## config.mk

```make
export PLATFORM = sky130hd
export DESIGN_NAME = vbat_cal_top
export DESIGN_NICKNAME = d
export VERILOG_FILES = /design/src/rtl/vbat_cal_pkg.sv /design/src/rtl/vbat_trim_stage.sv /design/src/rtl/vbat_const_mul.sv /design/src/rtl/vbat_seq_div.sv /design/src/rtl/vbat_cal_top.sv
export SDC_FILE = /design/constraint.sdc
export NUM_CORES = 1
export LEC_CHECK = 0
export BUFFER_PORTS_ARGS = -buffer_cell sky130_fd_sc_hd__buf_2
export CORE_UTILIZATION = 25
export CTS_BUF_LIST = sky130_fd_sc_hd__clkbuf_8
export DETAILED_ROUTE_END_ITERATION = 7
export GPL_ROUTABILITY_DRIVEN = 0
export SLEW_MARGIN = 20
export SYNTH_ARGS = -nofsm -noshare
export SYNTH_HDL_FRONTEND = slang
export SYNTH_SLANG_ARGS = --single-unit
export TNS_END_PERCENT = 30
```

## constraint.sdc

```tcl
create_clock -name clk -period 9.6 [get_ports clk]
set_clock_uncertainty 0.1 [all_clocks]
set_input_delay 1.92 -clock clk [delete_from_list [all_inputs] [get_ports clk]]
set_output_delay 1.92 -clock clk [all_outputs]
set_load 0.02 [all_outputs]
```

## src/rtl/vbat_cal_pkg.sv

```systemverilog
package vbat_cal_pkg;
  localparam int RAW_IN_W  = 16;
  localparam int RAW_W     = 10;
  localparam int CAL_W     = 8;
  localparam int DATA_W    = 32;
  localparam int MAG_W     = 27;
  localparam int GAIN_DIV  = 10000;
  localparam int GAIN_STEP = 15;
  localparam int SCALE_NUM = 46875;
  localparam int FRAC_MUL  = 100;

  typedef enum logic [1:0] {
    ST_IDLE,
    ST_DIV_GAIN,
    ST_DIV_SCALE
  } cal_state_e;
endpackage

```

## src/rtl/vbat_trim_stage.sv

```systemverilog
module vbat_trim_stage
  import vbat_cal_pkg::*;
#(
  parameter int RAW_W_P  = RAW_W,
  parameter int CAL_W_P  = CAL_W,
  parameter int DATA_W_P = DATA_W,
  parameter int DIV_P    = GAIN_DIV,
  parameter int STEP_P   = GAIN_STEP
) (
  input  logic [RAW_W_P-1:0]         raw_code,
  input  logic [CAL_W_P-1:0]         cal_byte,
  output logic signed [DATA_W_P-1:0] gain_product
);
  localparam int HALF_W = CAL_W_P / 2;
  localparam logic signed [DATA_W_P-1:0] DIV_S  = DATA_W_P'(DIV_P);
  localparam logic signed [DATA_W_P-1:0] STEP_S = DATA_W_P'(STEP_P);

  logic [HALF_W-1:0]          offs_nib;
  logic [HALF_W-1:0]          gain_nib;
  logic signed [DATA_W_P-1:0] offs_s;
  logic signed [DATA_W_P-1:0] gain_s;
  logic signed [DATA_W_P-1:0] raw_s;
  logic signed [DATA_W_P-1:0] corr_s;
  logic signed [DATA_W_P-1:0] factor_s;

  assign offs_nib = cal_byte[CAL_W_P-1:HALF_W];
  assign gain_nib = cal_byte[HALF_W-1:0];

  always_comb begin
    offs_s       = $signed({{(DATA_W_P-HALF_W){offs_nib[HALF_W-1]}}, offs_nib});
    gain_s       = $signed({{(DATA_W_P-HALF_W){gain_nib[HALF_W-1]}}, gain_nib});
    raw_s        = $signed({{(DATA_W_P-RAW_W_P){1'b0}}, raw_code});
    corr_s       = raw_s - offs_s;
    factor_s     = DIV_S - (gain_s * STEP_S);
    gain_product = corr_s * factor_s;
  end
endmodule

```

## src/rtl/vbat_const_mul.sv

```systemverilog
module vbat_const_mul
  import vbat_cal_pkg::*;
#(
  parameter int DATA_W_P = DATA_W,
  parameter int FACTOR_P = 1
) (
  input  logic signed [DATA_W_P-1:0] mul_in,
  output logic signed [DATA_W_P-1:0] mul_out
);
  localparam logic signed [DATA_W_P-1:0] K_S = DATA_W_P'(FACTOR_P);

  assign mul_out = mul_in * K_S;
endmodule

```

## src/rtl/vbat_seq_div.sv

```systemverilog
module vbat_seq_div
  import vbat_cal_pkg::*;
#(
  parameter int DATA_W_P  = DATA_W,
  parameter int MAG_W_P   = MAG_W,
  parameter int DIVISOR_P = GAIN_DIV
) (
  input  logic                       clk,
  input  logic                       rst_n,
  input  logic                       start,
  input  logic signed [DATA_W_P-1:0] dividend,
  output logic                       done,
  output logic signed [DATA_W_P-1:0] quotient,
  output logic signed [DATA_W_P-1:0] remainder
);
  localparam int REM_W = $clog2(DIVISOR_P) + 1;
  localparam int CNT_W = $clog2(MAG_W_P + 1);
  localparam logic [REM_W-1:0] DIV_U = REM_W'(DIVISOR_P);

  logic               running_q, running_d;
  logic               done_q, done_d;
  logic               neg_q, neg_d;
  logic [CNT_W-1:0]   cnt_q, cnt_d;
  logic [MAG_W_P-1:0] acc_q, acc_d;
  logic [REM_W-2:0]   part_q, part_d;

  logic [DATA_W_P-1:0] dvd_abs;
  logic [REM_W-1:0]    trial;
  logic [REM_W-1:0]    trial_diff;
  logic                unused_abs_hi;
  logic                unused_diff_msb;
  logic [DATA_W_P-1:0] quot_mag;
  logic [DATA_W_P-1:0] rem_mag;

  assign dvd_abs         = dividend[DATA_W_P-1] ? (-dividend) : dividend;
  assign unused_abs_hi   = ^dvd_abs[DATA_W_P-1:MAG_W_P];
  assign trial           = {part_q, acc_q[MAG_W_P-1]};
  assign trial_diff      = trial - DIV_U;
  assign unused_diff_msb = trial_diff[REM_W-1];

  always_comb begin
    running_d = running_q;
    done_d    = 1'b0;
    neg_d     = neg_q;
    cnt_d     = cnt_q;
    acc_d     = acc_q;
    part_d    = part_q;
    if (start) begin
      running_d = 1'b1;
      neg_d     = dividend[DATA_W_P-1];
      cnt_d     = CNT_W'(MAG_W_P);
      acc_d     = dvd_abs[MAG_W_P-1:0];
      part_d    = '0;
    end else if (running_q) begin
      if (trial >= DIV_U) begin
        part_d = trial_diff[REM_W-2:0];
        acc_d  = {acc_q[MAG_W_P-2:0], 1'b1};
      end else begin
        part_d = trial[REM_W-2:0];
        acc_d  = {acc_q[MAG_W_P-2:0], 1'b0};
      end
      cnt_d = cnt_q - CNT_W'(1);
      if (cnt_q == CNT_W'(1)) begin
        running_d = 1'b0;
        done_d    = 1'b1;
      end
    end
  end

  always_ff @(posedge clk or negedge rst_n) begin
    if (!rst_n) begin
      running_q <= 1'b0;
      done_q    <= 1'b0;
      neg_q     <= 1'b0;
      cnt_q     <= '0;
      acc_q     <= '0;
      part_q    <= '0;
    end else begin
      running_q <= running_d;
      done_q    <= done_d;
      neg_q     <= neg_d;
      cnt_q     <= cnt_d;
      acc_q     <= acc_d;
      part_q    <= part_d;
    end
  end

  assign quot_mag  = {{(DATA_W_P-MAG_W_P){1'b0}}, acc_q};
  assign rem_mag   = {{(DATA_W_P-REM_W+1){1'b0}}, part_q};
  assign quotient  = neg_q ? $signed(-quot_mag) : $signed(quot_mag);
  assign remainder = neg_q ? $signed(-rem_mag) : $signed(rem_mag);
  assign done      = done_q;
endmodule

```

## src/rtl/vbat_cal_top.sv

```systemverilog
module vbat_cal_top
  import vbat_cal_pkg::*;
#(
  parameter int RAW_IN_W_P = RAW_IN_W,
  parameter int RAW_W_P    = RAW_W,
  parameter int CAL_W_P    = CAL_W,
  parameter int DATA_W_P   = DATA_W,
  parameter int MAG_W_P    = MAG_W
) (
  input  logic                       clk,
  input  logic                       rst_n,
  input  logic                       in_valid,
  input  logic [RAW_IN_W_P-1:0]      raw_word,
  input  logic [CAL_W_P-1:0]         cal_byte,
  output logic                       busy,
  output logic                       out_valid,
  output logic signed [DATA_W_P-1:0] mv_out,
  output logic signed [DATA_W_P-1:0] frac_out
);
  cal_state_e state_q, state_d;

  logic                       unused_raw_hi;
  logic signed [DATA_W_P-1:0] gain_product;
  logic signed [DATA_W_P-1:0] scaled;
  logic signed [DATA_W_P-1:0] frac_calc;
  logic signed [DATA_W_P-1:0] div_in;
  logic signed [DATA_W_P-1:0] div_quot;
  logic signed [DATA_W_P-1:0] div_rem;
  logic                       div_start;
  logic                       div_done;
  logic                       out_load;
  logic                       valid_q;
  logic signed [DATA_W_P-1:0] mv_q;
  logic signed [DATA_W_P-1:0] frac_q;

  assign unused_raw_hi = ^raw_word[RAW_IN_W_P-1:RAW_W_P];

  vbat_trim_stage #(
    .RAW_W_P (RAW_W_P),
    .CAL_W_P (CAL_W_P),
    .DATA_W_P(DATA_W_P),
    .DIV_P   (GAIN_DIV),
    .STEP_P  (GAIN_STEP)
  ) u_trim (
    .raw_code    (raw_word[RAW_W_P-1:0]),
    .cal_byte    (cal_byte),
    .gain_product(gain_product)
  );

  vbat_seq_div #(
    .DATA_W_P (DATA_W_P),
    .MAG_W_P  (MAG_W_P),
    .DIVISOR_P(GAIN_DIV)
  ) u_div (
    .clk      (clk),
    .rst_n    (rst_n),
    .start    (div_start),
    .dividend (div_in),
    .done     (div_done),
    .quotient (div_quot),
    .remainder(div_rem)
  );

  vbat_const_mul #(
    .DATA_W_P(DATA_W_P),
    .FACTOR_P(SCALE_NUM)
  ) u_scale (
    .mul_in (div_quot),
    .mul_out(scaled)
  );

  vbat_const_mul #(
    .DATA_W_P(DATA_W_P),
    .FACTOR_P(FRAC_MUL)
  ) u_frac (
    .mul_in (div_rem),
    .mul_out(frac_calc)
  );

  always_comb begin
    state_d   = state_q;
    div_start = 1'b0;
    div_in    = gain_product;
    out_load  = 1'b0;
    unique case (state_q)
      ST_IDLE: begin
        if (in_valid) begin
          div_start = 1'b1;
          div_in    = gain_product;
          state_d   = ST_DIV_GAIN;
        end
      end
      ST_DIV_GAIN: begin
        if (div_done) begin
          div_start = 1'b1;
          div_in    = scaled;
          state_d   = ST_DIV_SCALE;
        end
      end
      ST_DIV_SCALE: begin
        if (div_done) begin
          out_load = 1'b1;
          state_d  = ST_IDLE;
        end
      end
      default: state_d = ST_IDLE;
    endcase
  end

  always_ff @(posedge clk or negedge rst_n) begin
    if (!rst_n) begin
      state_q <= ST_IDLE;
      valid_q <= 1'b0;
    end else begin
      state_q <= state_d;
      valid_q <= out_load;
    end
  end

  always_ff @(posedge clk or negedge rst_n) begin
    if (!rst_n) begin
      mv_q   <= '0;
      frac_q <= '0;
    end else if (out_load) begin
      mv_q   <= div_quot;
      frac_q <= frac_calc;
    end
  end

  assign busy      = (state_q != ST_IDLE);
  assign out_valid = valid_q;
  assign mv_out    = mv_q;
  assign frac_out  = frac_q;
endmodule

```

### Yosys cells after proc, flatten, opt, wreduce, memory -nomap -nowiden

Index checks and enable logic that the tools add are counted.

| word-level totals | value |
|---|---|
| logic and storage cells | 59 |
| flip-flop bits (word level) | 114 |
| input port bits | 27 |

| operators by class | value |
|---|---|
| $lt $le $gt $ge | 1 |
| reduce and logical (&&, ||, !) cells | 4 |
| equality and inequality tests | 6 |
| mux-type cells | 27 |
| $mul | 4 |
| add/subtract/negate cells | 7 |

Operators with widths:

| kind | count |
|---|---|
| 32-bit 2-to-1 mux | 4 |
| 27-bit 2-to-1 mux | 3 |
| 14-bit 2-to-1 mux | 3 |
| 32-bit by 17-bit multiplier with 32-bit output (second input constant) | 1 |
| 32-bit by 32-bit multiplier with 32-bit output | 1 |
| 32-bit by 6-bit multiplier with 30-bit output (second input constant) | 1 |
| 14-bit negator with 32-bit output | 1 |
| 27-bit negator with 32-bit output | 1 |
| 15-bit by 32-bit subtractor with 32-bit output (first input constant) | 1 |
| 27-bit negator | 1 |
| 15-bit by 14-bit greater-or-equal comparator with 1-bit output (second input constant) | 1 |
| 14-bit subtractor (second input constant) | 1 |
| 11-bit by 4-bit subtractor with 12-bit output | 1 |
| 1-bit 2-to-1 mux | 10 |
| 5-bit 2-to-1 mux | 2 |
| 4-bit by 5-bit multiplier with 9-bit output (second input constant) | 1 |
| 2-bit 2-to-1 mux | 3 |
| 2-bit case mux with 3 select lines | 1 |
| 5-bit by 1-bit equality test with 1-bit output (second input constant) | 1 |
| 5-bit by 1-bit subtractor with 5-bit output (second input constant) | 1 |
| 2-bit by 1-bit inequality test with 1-bit output (second input constant) | 2 |
| 2-bit nonzero test | 2 |
| 3-bit AND reduction | 1 |
| 2-bit by 1-bit equality test with 1-bit output (second input constant) | 1 |
| 4 further kinds | 4 |

### Depth between registers and ports, before layout

Gate-level depths: netlist of the first run.

| depth | value |
|---|---|
| word-level depth | 8 |
| depth in mapped cells | 40 |
| depth with buffers taken out | 38 |

### By module

From an unflattened synthesis of the first run, not the netlist that was laid out.

| second synthesis, totals | value |
|---|---|
| cells, all modules | 2312 |
| area total of the unflattened synthesis | 22208.8 µm² |

Modules (own cells, without submodules):

| module | area an instance (µm²) | instances | cells each | sequential area each (µm²) |
|---|---|---|---|---|
| vbat_const_mul at u_scale | 6789.0 | 1 | 682 | 0.0 |
| vbat_trim_stage | 5845.6 | 1 | 692 | 0.0 |
| vbat_seq_div | 4110.2 | 1 | 481 | 1226.2 |
| vbat_cal_top | 2914.0 | 1 | 184 | 1676.6 |
| vbat_const_mul at u_frac | 2549.9 | 1 | 273 | 0.0 |

### Least setup slack after synthesis of the first run

OpenSTA, ideal clock, no wires.

| timing | value |
|---|---|
| path type | input port to flip-flop |
| start point | input port cal_byte[1] |
| end point | register u_div.acc_q[22] |
| library setup time | 83 ps |
| stages | 37 |
| setup slack | -582 ps |
| data required time | 9417 ps |
| path buffers | 1 |
| arrival | 9999 ps |
| cells stage by stage | inv_1 > ha_1 > inv_1 > ha_1 > inv_1 > fa_1 > inv_1 > ha_1 > inv_1 > fa_1 > xor2_1 > o21ai_0 > xor2_1 > clkbuf_1 > nand2_1 > fa_1 > inv_1 > fa_1 > inv_1 > fa_1 > inv_1 > fa_1 > inv_1 > fa_1 > inv_1 > ha_1 > o21a_1 > o31a_1 > a31oi_1 > o21bai_1 > xor2_1 > o32ai_1 > o211ai_1 > or3_1 > o21a_1 > xnor2_1 > o21ai_0 |

| on the way | value |
|---|---|
| longest elaborated chain between the ends | 8 |

Ends and longest elaborated chain:

| element | RTL line | text |
|---|---|---|
| start: declaration | vbat_cal_top.sv:14 | `input logic [CAL_W_P-1:0] cal_byte,` |
| 4-bit by 5-bit multiplier with 9-bit output * | vbat_trim_stage.sv:34 | `factor_s = DIV_S - (gain_s * STEP_S);` |
| 15-bit by 32-bit subtractor with 32-bit output * | vbat_trim_stage.sv:34 |  |
| 32-bit by 32-bit multiplier with 32-bit output * | vbat_trim_stage.sv:35 | `gain_product = corr_s * factor_s;` |
| 32-bit 2-to-1 mux | vbat_cal_top.sv:94 | `if (div_done) begin` |
| 32-bit 2-to-1 mux * | n/a |  |
| 27-bit negator | vbat_seq_div.sv:35 | `assign dvd_abs = dividend[DATA_W_P-1] ? (-dividend) : dividend;` |
| 27-bit 2-to-1 mux * | vbat_seq_div.sv:35 |  |
| 27-bit 2-to-1 mux * | vbat_seq_div.sv:48 | `if (start) begin` |
| end signal: assignment | vbat_seq_div.sv:76 | `acc_q <= '0;` |
| end signal: assignment | vbat_seq_div.sv:83 | `acc_q <= acc_d;` |
| end: declaration | vbat_seq_div.sv:24 | `logic [MAG_W_P-1:0] acc_q, acc_d;` |

Every way passes the cells marked *; elsewhere a longest branch is shown, timed or not.
A chain may end at the register's enable or synchronous reset.

### Worst setup path after layout of the first run

| timing | value |
|---|---|
| start point | input port cal_byte[1] |
| end point | register u_div.acc_q[26] |

Same word-level chain as after synthesis.

==> results of run 1 <==
==> what timing repair did <==
item,in CTS,in global routing
setup endpoints to repair,15,27
gates cloned,1,0
buffers inserted,5,10
gates resized for setup,17,93
pin swaps,24,60
==> layout make-up <==
| cell class | instances | area, µm² |
|---|---|---|
| Clock inverter | 15 | 183 |
| Inverter | 492 | 1860 |
| Multi-Input combinational cell | 1753 | 17600 |
| Fill cell | 9120 | 60700 |
| Clock buffer | 17 | 234 |
| Sequential cell | 114 | 2850 |
| Tap cell | 1155 | 1450 |
| Timing Repair Buffer | 280 | 1950 |
==> worst register-to-register path, delay by kind of cell, from the launching register on <==
kind / cells / cell delay, ps
xor+xnor: 3 / 870
flops: 1 / 380
simple gates: 4 / 1120
compound gates: 8 / 1680
buf+inv: 5 / 680
fa+ha+maj: 8 / 3660
==> flip-flops by register name (all words and copies together) (netlist names) <==
register         flops
u_div.acc_q         27
u_div.running_q      1
u_div.cnt_q          5
u_div.done           1
state_q              2
frac_out            30
mv_out              32
u_div.part_q        14
out_valid            1
u_div.neg_q          1
==> cells in the final DEF, fill, tap and decap left out, types with 13 or more instances in the layout <==
cell type	synthesis	layout
a21oi_1	73	61
and2_1	28	27
buf_4	2	190
o31ai_1	13	13
nand2b_1	31	31
xor2_1	70	65
inv_1	489	475
mux2i_1	23	22
fa_1	305	301
mux2_2	17	17
o21ai_0	140	124
a211oi_1	29	24
clkbuf_8	0	17
ha_1	312	299
xnor2_1	91	83
nand3_1	21	20
dfrtp_1	114	113
o21ai_1	12	16
nor2_1	75	70
o21a_1	13	13
nor2b_1	18	18
buf_2	1	81
a21o_1	32	32
conb_1	2	15
nor3_1	34	30
nand2_1	225	223
==> routing by layer <==
metal | track usage [%] | part of all wire [%] | vias up
li1 | - | - | 8278
met1 | 16.5 | 48 | 8008
met4 | 2.06 | 0.90 | 2
met3 | 1.58 | 3.5 | 27
met2 | 19.8 | 47 | 253
met5 | 0 | 0.013 | -
==> worst paths after layout <==
kind                                            start                     endpoint  slack, ps  cells after the start
max                                       cal_byte[1]  u_div.acc_q[26]$_DFFE_PN0P_          5                     41
min                          frac_out[10]$_DFFE_PN0P_     frac_out[10]$_DFFE_PN0P_        380                      2
max reg2reg                u_div.acc_q[0]$_DFFE_PN0P_   u_div.acc_q[7]$_DFFE_PN0P_        980                     28
min reg2reg                  frac_out[10]$_DFFE_PN0P_     frac_out[10]$_DFFE_PN0P_        380                      2
max in group asynchronous                       rst_n    u_div.running_q$_DFF_PN0_       6700                      2
min in group asynchronous                       rst_n     frac_out[10]$_DFFE_PN0P_       1430                      1
==> kinds of logic (layout without fill, tap and decap cells) <==
family,after synthesis,in the layout
and+or+nand+nor,512,512
muxes,40,40
buffers and inverters,562,804
adders and majority gates,617,617
other,2,15
xor gates and xnor gates,163,163
DFF,114,114
AOI/OAI and AO/OA,406,406
==> stage by stage <==
| stage | util, % | setup WS, ps | cells | hold slack, ps | TNS [ps] |
|---|---|---|---|---|---|
| after floorplan | - | -71.7 | 2429 | 354 | -107 |
| after global placement | 28.9 | -662 | 3778 | 355 | -13630 |
| after detailed placement | 28.9 | -681 | 3778 | 362 | -13120 |
| after CTS | 29.5 | -6.74 | 3816 | 384 | -14.1 |
| after global routing | 30.1 | -307 | 3826 | 401 | -3150 |
| final | 30.1 | 5.22 | 3826 | 380 | 0 |
==> results.md, run 1 <==
Worst setup path:
- The data arrival time of the critical path is 9890 ps.
- The required arrival time at the worst endpoint is 9900 ps.
- In this design, the largest share of critical-path delay is due to adder cells.
- Of all nets on the critical path, the largest fanout is 4.
- The critical path capture point type is a flop.
- The class of the most critical setup path is input port to flop.
- The slowest stage of the critical path belongs to the cell fa_1.
- The critical path contains buffers and inverters numbering 13 combined.
- The largest stage delay on the critical path is 550 ps.
- The most common cell type on the critical path is fa_1.
- STA classifies the critical path startpoint as an input port.

Floorplan:
- The initial utilization of the core area, before any placement, comes to 25.3%.
- The area of the placeable core is 86900 µm².
- The width of the die is 298 µm.
- In this run the count of I/O pins placed on the die edge is 93.
- The number of placement rows is 108.
- The die is 298 µm tall.
- The die area is 89100 µm².

Timing:
- Setup repair after global routing could not meet its margin everywhere.
- The routed design could run at a clock period as short as 9590 ps.
- The final number of hold-violating endpoints is 0.
- The number of setup violations in the final report is 0.
- The remaining max-slew budget at the tightest pin is 29.7%.
- The part of the cycle the worst path needs is 99.9%.
- The slew at the pin with the worst max-slew slack is 1040 ps.
- Based on the critical path, the design can be clocked at up to 0.104 GHz.
- The final max-slew violation count is 0.

Final layout:
- The number of inserted diodes is 0.
- The post-route standard cell area excluding fillers is 26100 µm².
- The fraction of final layout cells sized beyond drive strength 1 is 17.5%.
- In the final design database the tool counted 3302 nets.
- From synthesis to final layout, the design area changed by 19.0%.

Synth:
- Yosys instantiated no cell more often than inv_1.
- Among all flip-flop cells after synthesis, the most frequent one is dfrtp_1.
- Yosys mapped a number of flops with a built-in enable equal to 0.
- After synthesis, the cell types taking the most area are fa_1, ha_1, dfrtp_1.
- The area share of and/or/nand/nor cells after synthesis is 11.1%.
- The most area-hungry cell type in the Yosys netlist is fa_1.
- The synthesized netlist devotes 12.0% of its cell area to compound gates.
- The distinct cell type count after synthesis is 86.
- The share of synthesized area occupied by flip-flops and latches is 13.0%.
- The number of warnings reported in the yosys synthesis log is 0.
- The area share of xor/xnor cells in the synthesized design is 6.57%.
- The cell count after synthesis came out at 2416.
- The post-synthesis cell area is 22000 µm².
- Of the total synthesized cell area, the portion taken by full adders, half adders and majority gates is 45.6%.
- The share of Yosys cell area claimed by the top area cell type is 27.8%.
- The synthesized design contains 114 register bits.
- The mean cell area of the mapped netlist is 9.09 µm².
- The largest family of logic cells by synthesized area is adder cells.
- The multiplexer area fraction after synthesis is 1.92%.
- By count the netlist is led by inv_1, ha_1, fa_1, nand2_1, o21ai_0.
- Counting flops with an async set or reset pin after synthesis yields a share of 100%.

Placement:
- The post-detailed-placement half-perimeter wirelength is 44600 µm.
- In this run the tool buffered the top-level ports with 84 buffer cells.
- The standard cell area after detailed placement is 25100 µm².

Route:
- The routed design has 52000 µm of wire.
- The count of nets left with antenna violations once routing finished came out at 0.
- The remaining routing DRC violations is 0.
- After detailed routing, the average wire length per cell comes to 13.6 µm.
- The number of vias in the routed layout is 16568.
- The number of DRC markers after the initial detailed-route iteration is 761.
- The number of iterations in the first detailed-routing pass is 5.
- The detailed-route vias per instance is 4.33.

CTS:
- Hold repair after CTS inserted 0 buffers.
- The CTS root buffer is clkbuf_8.
- In this run the number of H-tree levels came out at 4.
- The TritonCTS sink count is 114.
- TritonCTS built the clock tree.
- The largest buffer count on any clock path is 2.
- The total CTS buffers is 17.
- Clock-pin slew was measured on the worst setup and hold paths at 100 ps.
- The clock reaches the later pin of the worst-skew pair after 470 ps.

Flow run:
- The max-cap violation count is 0.

GRT:
- The first-pass GRT wire length is 87000 µm.
- The initial antenna violation count is 1.
- The total track usage is 11.9%.
- The via count of the first global-routing pass is 16989.
- The total overflow left after global routing is 0.
- Entering global routing, the biggest net connects 90 pins.

Status:
- The run finished with clean final reports.

Min path:
- The tightest min-delay check is of the flop to flop type.
Power of run 1 is left out: the tool's default activity adds up to more than one toggle a clock period on the data nets, which glitch-free logic cannot reach.
==> inputs of run 2 (changes only) <==
--- a/config.mk
+++ b/config.mk
@@ -6,6 +6,7 @@
 export NUM_CORES = 1
 export LEC_CHECK = 0
 export BUFFER_PORTS_ARGS = -buffer_cell sky130_fd_sc_hd__buf_2
+export CORE_ASPECT_RATIO = 1.25
 export CORE_UTILIZATION = 25
 export CTS_BUF_LIST = sky130_fd_sc_hd__clkbuf_8
 export DETAILED_ROUTE_END_ITERATION = 7
==> run 2 against run 1 <==
  * Global-route usage is 0.33 points higher
  * Cell area fell by 1.3%
  * Worst hold slack got worse by 4.7 ps
  * Non-clock buffer count shrank 21
  * Setup slack improved by 94 ps
  * Via count increased by 0.19%
  * Maximum frequency up 0.99%
  * Critical path depth down 2
  * Wire length grew 0.89%
  * Count of clock-buffer cells in the layout did not move
  * Flip-flop and latch count unchanged
  * Register-to-register slack improved by 80 ps
==> results.md, run 2 (synthesis gave the netlist of run 1 again) <==
Placement:
- The post-detailed-placement half-perimeter wirelength is 45600 µm.
- The count of buffers inserted at the top-level ports is 84.
- At the placement stage, the worst setup path has a slack of -770 ps.

Worst setup path:
- The most common cell type on the critical path is fa_1.
- On the worst path, the slowest cell contributes a delay of 550 ps.
- For flop-to-flop paths, the worst setup slack is 1060 ps.
- The maximum fanout along the worst path is 6.
- Following the worst setup path forward leads to its endpoint at u_div.acc_q[22]$_DFFE_PN0P_.
- The critical path starts at cal_byte[1].
- The critical path capture point type is a flop.
- STA puts the critical path data arrival time at 9760 ps.
- The slowest stage of the critical path is the fa_1 cell.
- The worst register-to-register path ends at u_div.acc_q[3]$_DFFE_PN0P_.
- The required arrival time at the worst endpoint is 9860 ps.
- The class of the most critical setup path is input port to flop.
- For the worst flop-to-flop path, the logic depth is 28.
- The worst setup path is launched from an input port.
- In this run the critical register-to-register path is launched from u_div.acc_q[0]$_DFFE_PN0P_.

Final layout:
- In the final layout, the share of cells above drive strength 1 is 16.1%.
- For this run, the share of the core covered by cells in the final layout is 29.7%.
- In the layout the commonest cells are inv_1, ha_1, fa_1.
- The most common cell after layout, fill and taps aside is inv_1.
- After the last flow step, the layout net total stands at 3281.
- 0 antenna diodes ended up in the layout.
- From synthesis to final layout, the design area changed by 17.5%.
- The number of flip-flops in the largest register is 32.

CTS:
- The total CTS buffers is 17.
- The cts-stage hold buffer count is 0.
- The later-pin clock latency in the skew report is 480 ps.
- The number of H-tree levels is 4.
- TritonCTS built the clock tree.
- The CTS root buffer is clkbuf_8.
- The TritonCTS sink count is 114.
- Counting along the longest clock path gives a buffer depth of 2.
- After clock tree synthesis, the clock-pin slew on the worst setup and hold paths is 100 ps.

Route:
- After detailed routing, the wire length on met1 is 22900 µm.
- The detailed-route vias per instance is 4.35.
- In the detailed route, the total length drawn on met3 is 1590 µm.
- For this run, design rule violations remaining after detail routing come to 0.
- The number of iterations in the first detailed-routing pass is 5.
- The number of vias in the routed layout is 16600.
- The detailed-routed wire length on met2 is 26900 µm.
- The post-detailed-routing wire length is 52400 µm.
- In this run, the number of DRC markers left after iteration 0 of detailed routing was 831.
- After detailed routing, the average wire length per cell comes to 13.7 µm.
- The count of nets left with antenna violations once routing finished came out at 0.
- After detailed routing, no signal wire sits above met5.

GRT:
- Global routing used 12.2% of the available tracks across all layers.
- The initial antenna violation count was 2.
- The first global-routing pass estimated 87900 µm of wire.
- The via count of the first global-routing pass came to 17484.
- Entering global routing, the biggest net connects 85 pins.
- The remaining global-route overflow is 0.

Timing:
- At the pin with the least slew margin, the transition time is 925 ps.
- The final number of hold-violating endpoints is 0.
- Setup repair after global routing could not meet its margin everywhere.
- Setup slack on the critical path of the routed design comes to 99.7 ps.
- Setup violations remaining at the end of the flow were counted as 0.
- The highest clock rate is 0.105 GHz.
- The worst path needs 9500 ps of the cycle, external delays included.
- The setup TNS is 0 ps.
- The part of the cycle the worst path needs is 99.0%.
- The final max-slew violation count is 0.
- The remaining max-slew budget at the tightest pin is 38.1%.

Flow run:
- The tool flagged a number of max-cap violations equal to 0.

Min path:
- The class of the tightest hold or removal check is flop to flop.

Floorplan:
- From bottom edge to top edge, the die measures 333 µm.
- The floorplan step set the die width to 267 µm.
- The number of ports placed on the die boundary is 93.
- The die covers 89100 µm².
- The core region is 87100 µm².
- The initial utilization of the core area, before any placement, comes to 25.2%.
- The floorplan has 121 rows.

Status:
- The flow ran to the end, and the final reports show no timing, DRC or antenna violations.
## run 2: cell type report
| cell class | count | area [µm²] |
|---|---|---|
| repair buffers | 259 | 1790 |
| multi-input cells | 1753 | 17500 |
| clock inverters | 15 | 169 |
| flip-flops and latches | 114 | 2850 |
| inverters | 492 | 1860 |
| well taps | 1168 | 1460 |
| fillers | 9158 | 61200 |
| clock buffers | 17 | 234 |
## run 2: metal layers
| layer | vias up | global-route usage, % |
|---|---|---|
| met5 | - | 0 |
| met4 | 4 | 2.86 |
| met3 | 66 | 1.34 |
| met2 | 251 | 22.4 |
| met1 | 8033 | 15.1 |
| li1 | 8246 | - |
## run 2: worst max-delay path: cells and delay by family
kind,cells,cell delay (ps)
xor+xnor,3,490
buf+inv,15,1260
compound gates,7,1170
fa+ha+maj,11,4270
simple gates,3,630
## run 2: stage by stage
stage          cells  hold WS (ps)  area [µm²]
4_1_cts         3813           382       25500
2_1_floorplan   2429           354       22200
6_report        3818           375       25800
5_1_grt         3818           396       25800
3_5_place_dp    3779           361       25000
3_3_place_gp    3779           357       25000
## run 2: how the worst min path moves through the flow
stage                             from                       to  slack [ps]  depth (start not counted)
5_1_grt         mv_out[28]$_DFFE_PN0P_   mv_out[28]$_DFFE_PN0P_         400                          1
3_5_place_dp   frac_out[4]$_DFFE_PN0P_  frac_out[4]$_DFFE_PN0P_         360                          2
2_1_floorplan   state_q[1]$_DFFE_PN0P_   state_q[0]$_DFFE_PN0P_         350                          1
6_report       frac_out[4]$_DFFE_PN0P_  frac_out[4]$_DFFE_PN0P_         370                          2
3_3_place_gp    mv_out[29]$_DFFE_PN0P_   mv_out[29]$_DFFE_PN0P_         360                          1
4_1_cts        frac_out[4]$_DFFE_PN0P_  frac_out[4]$_DFFE_PN0P_         380                          2
## run 2: repair_timing
item,in CTS,in global routing
resized for setup,17,51
endpoints found under the setup margin,22,26
pin swaps,21,24
gates cloned,0,0
setup buffers,3,5
Power of run 2 is left out for the same reason.
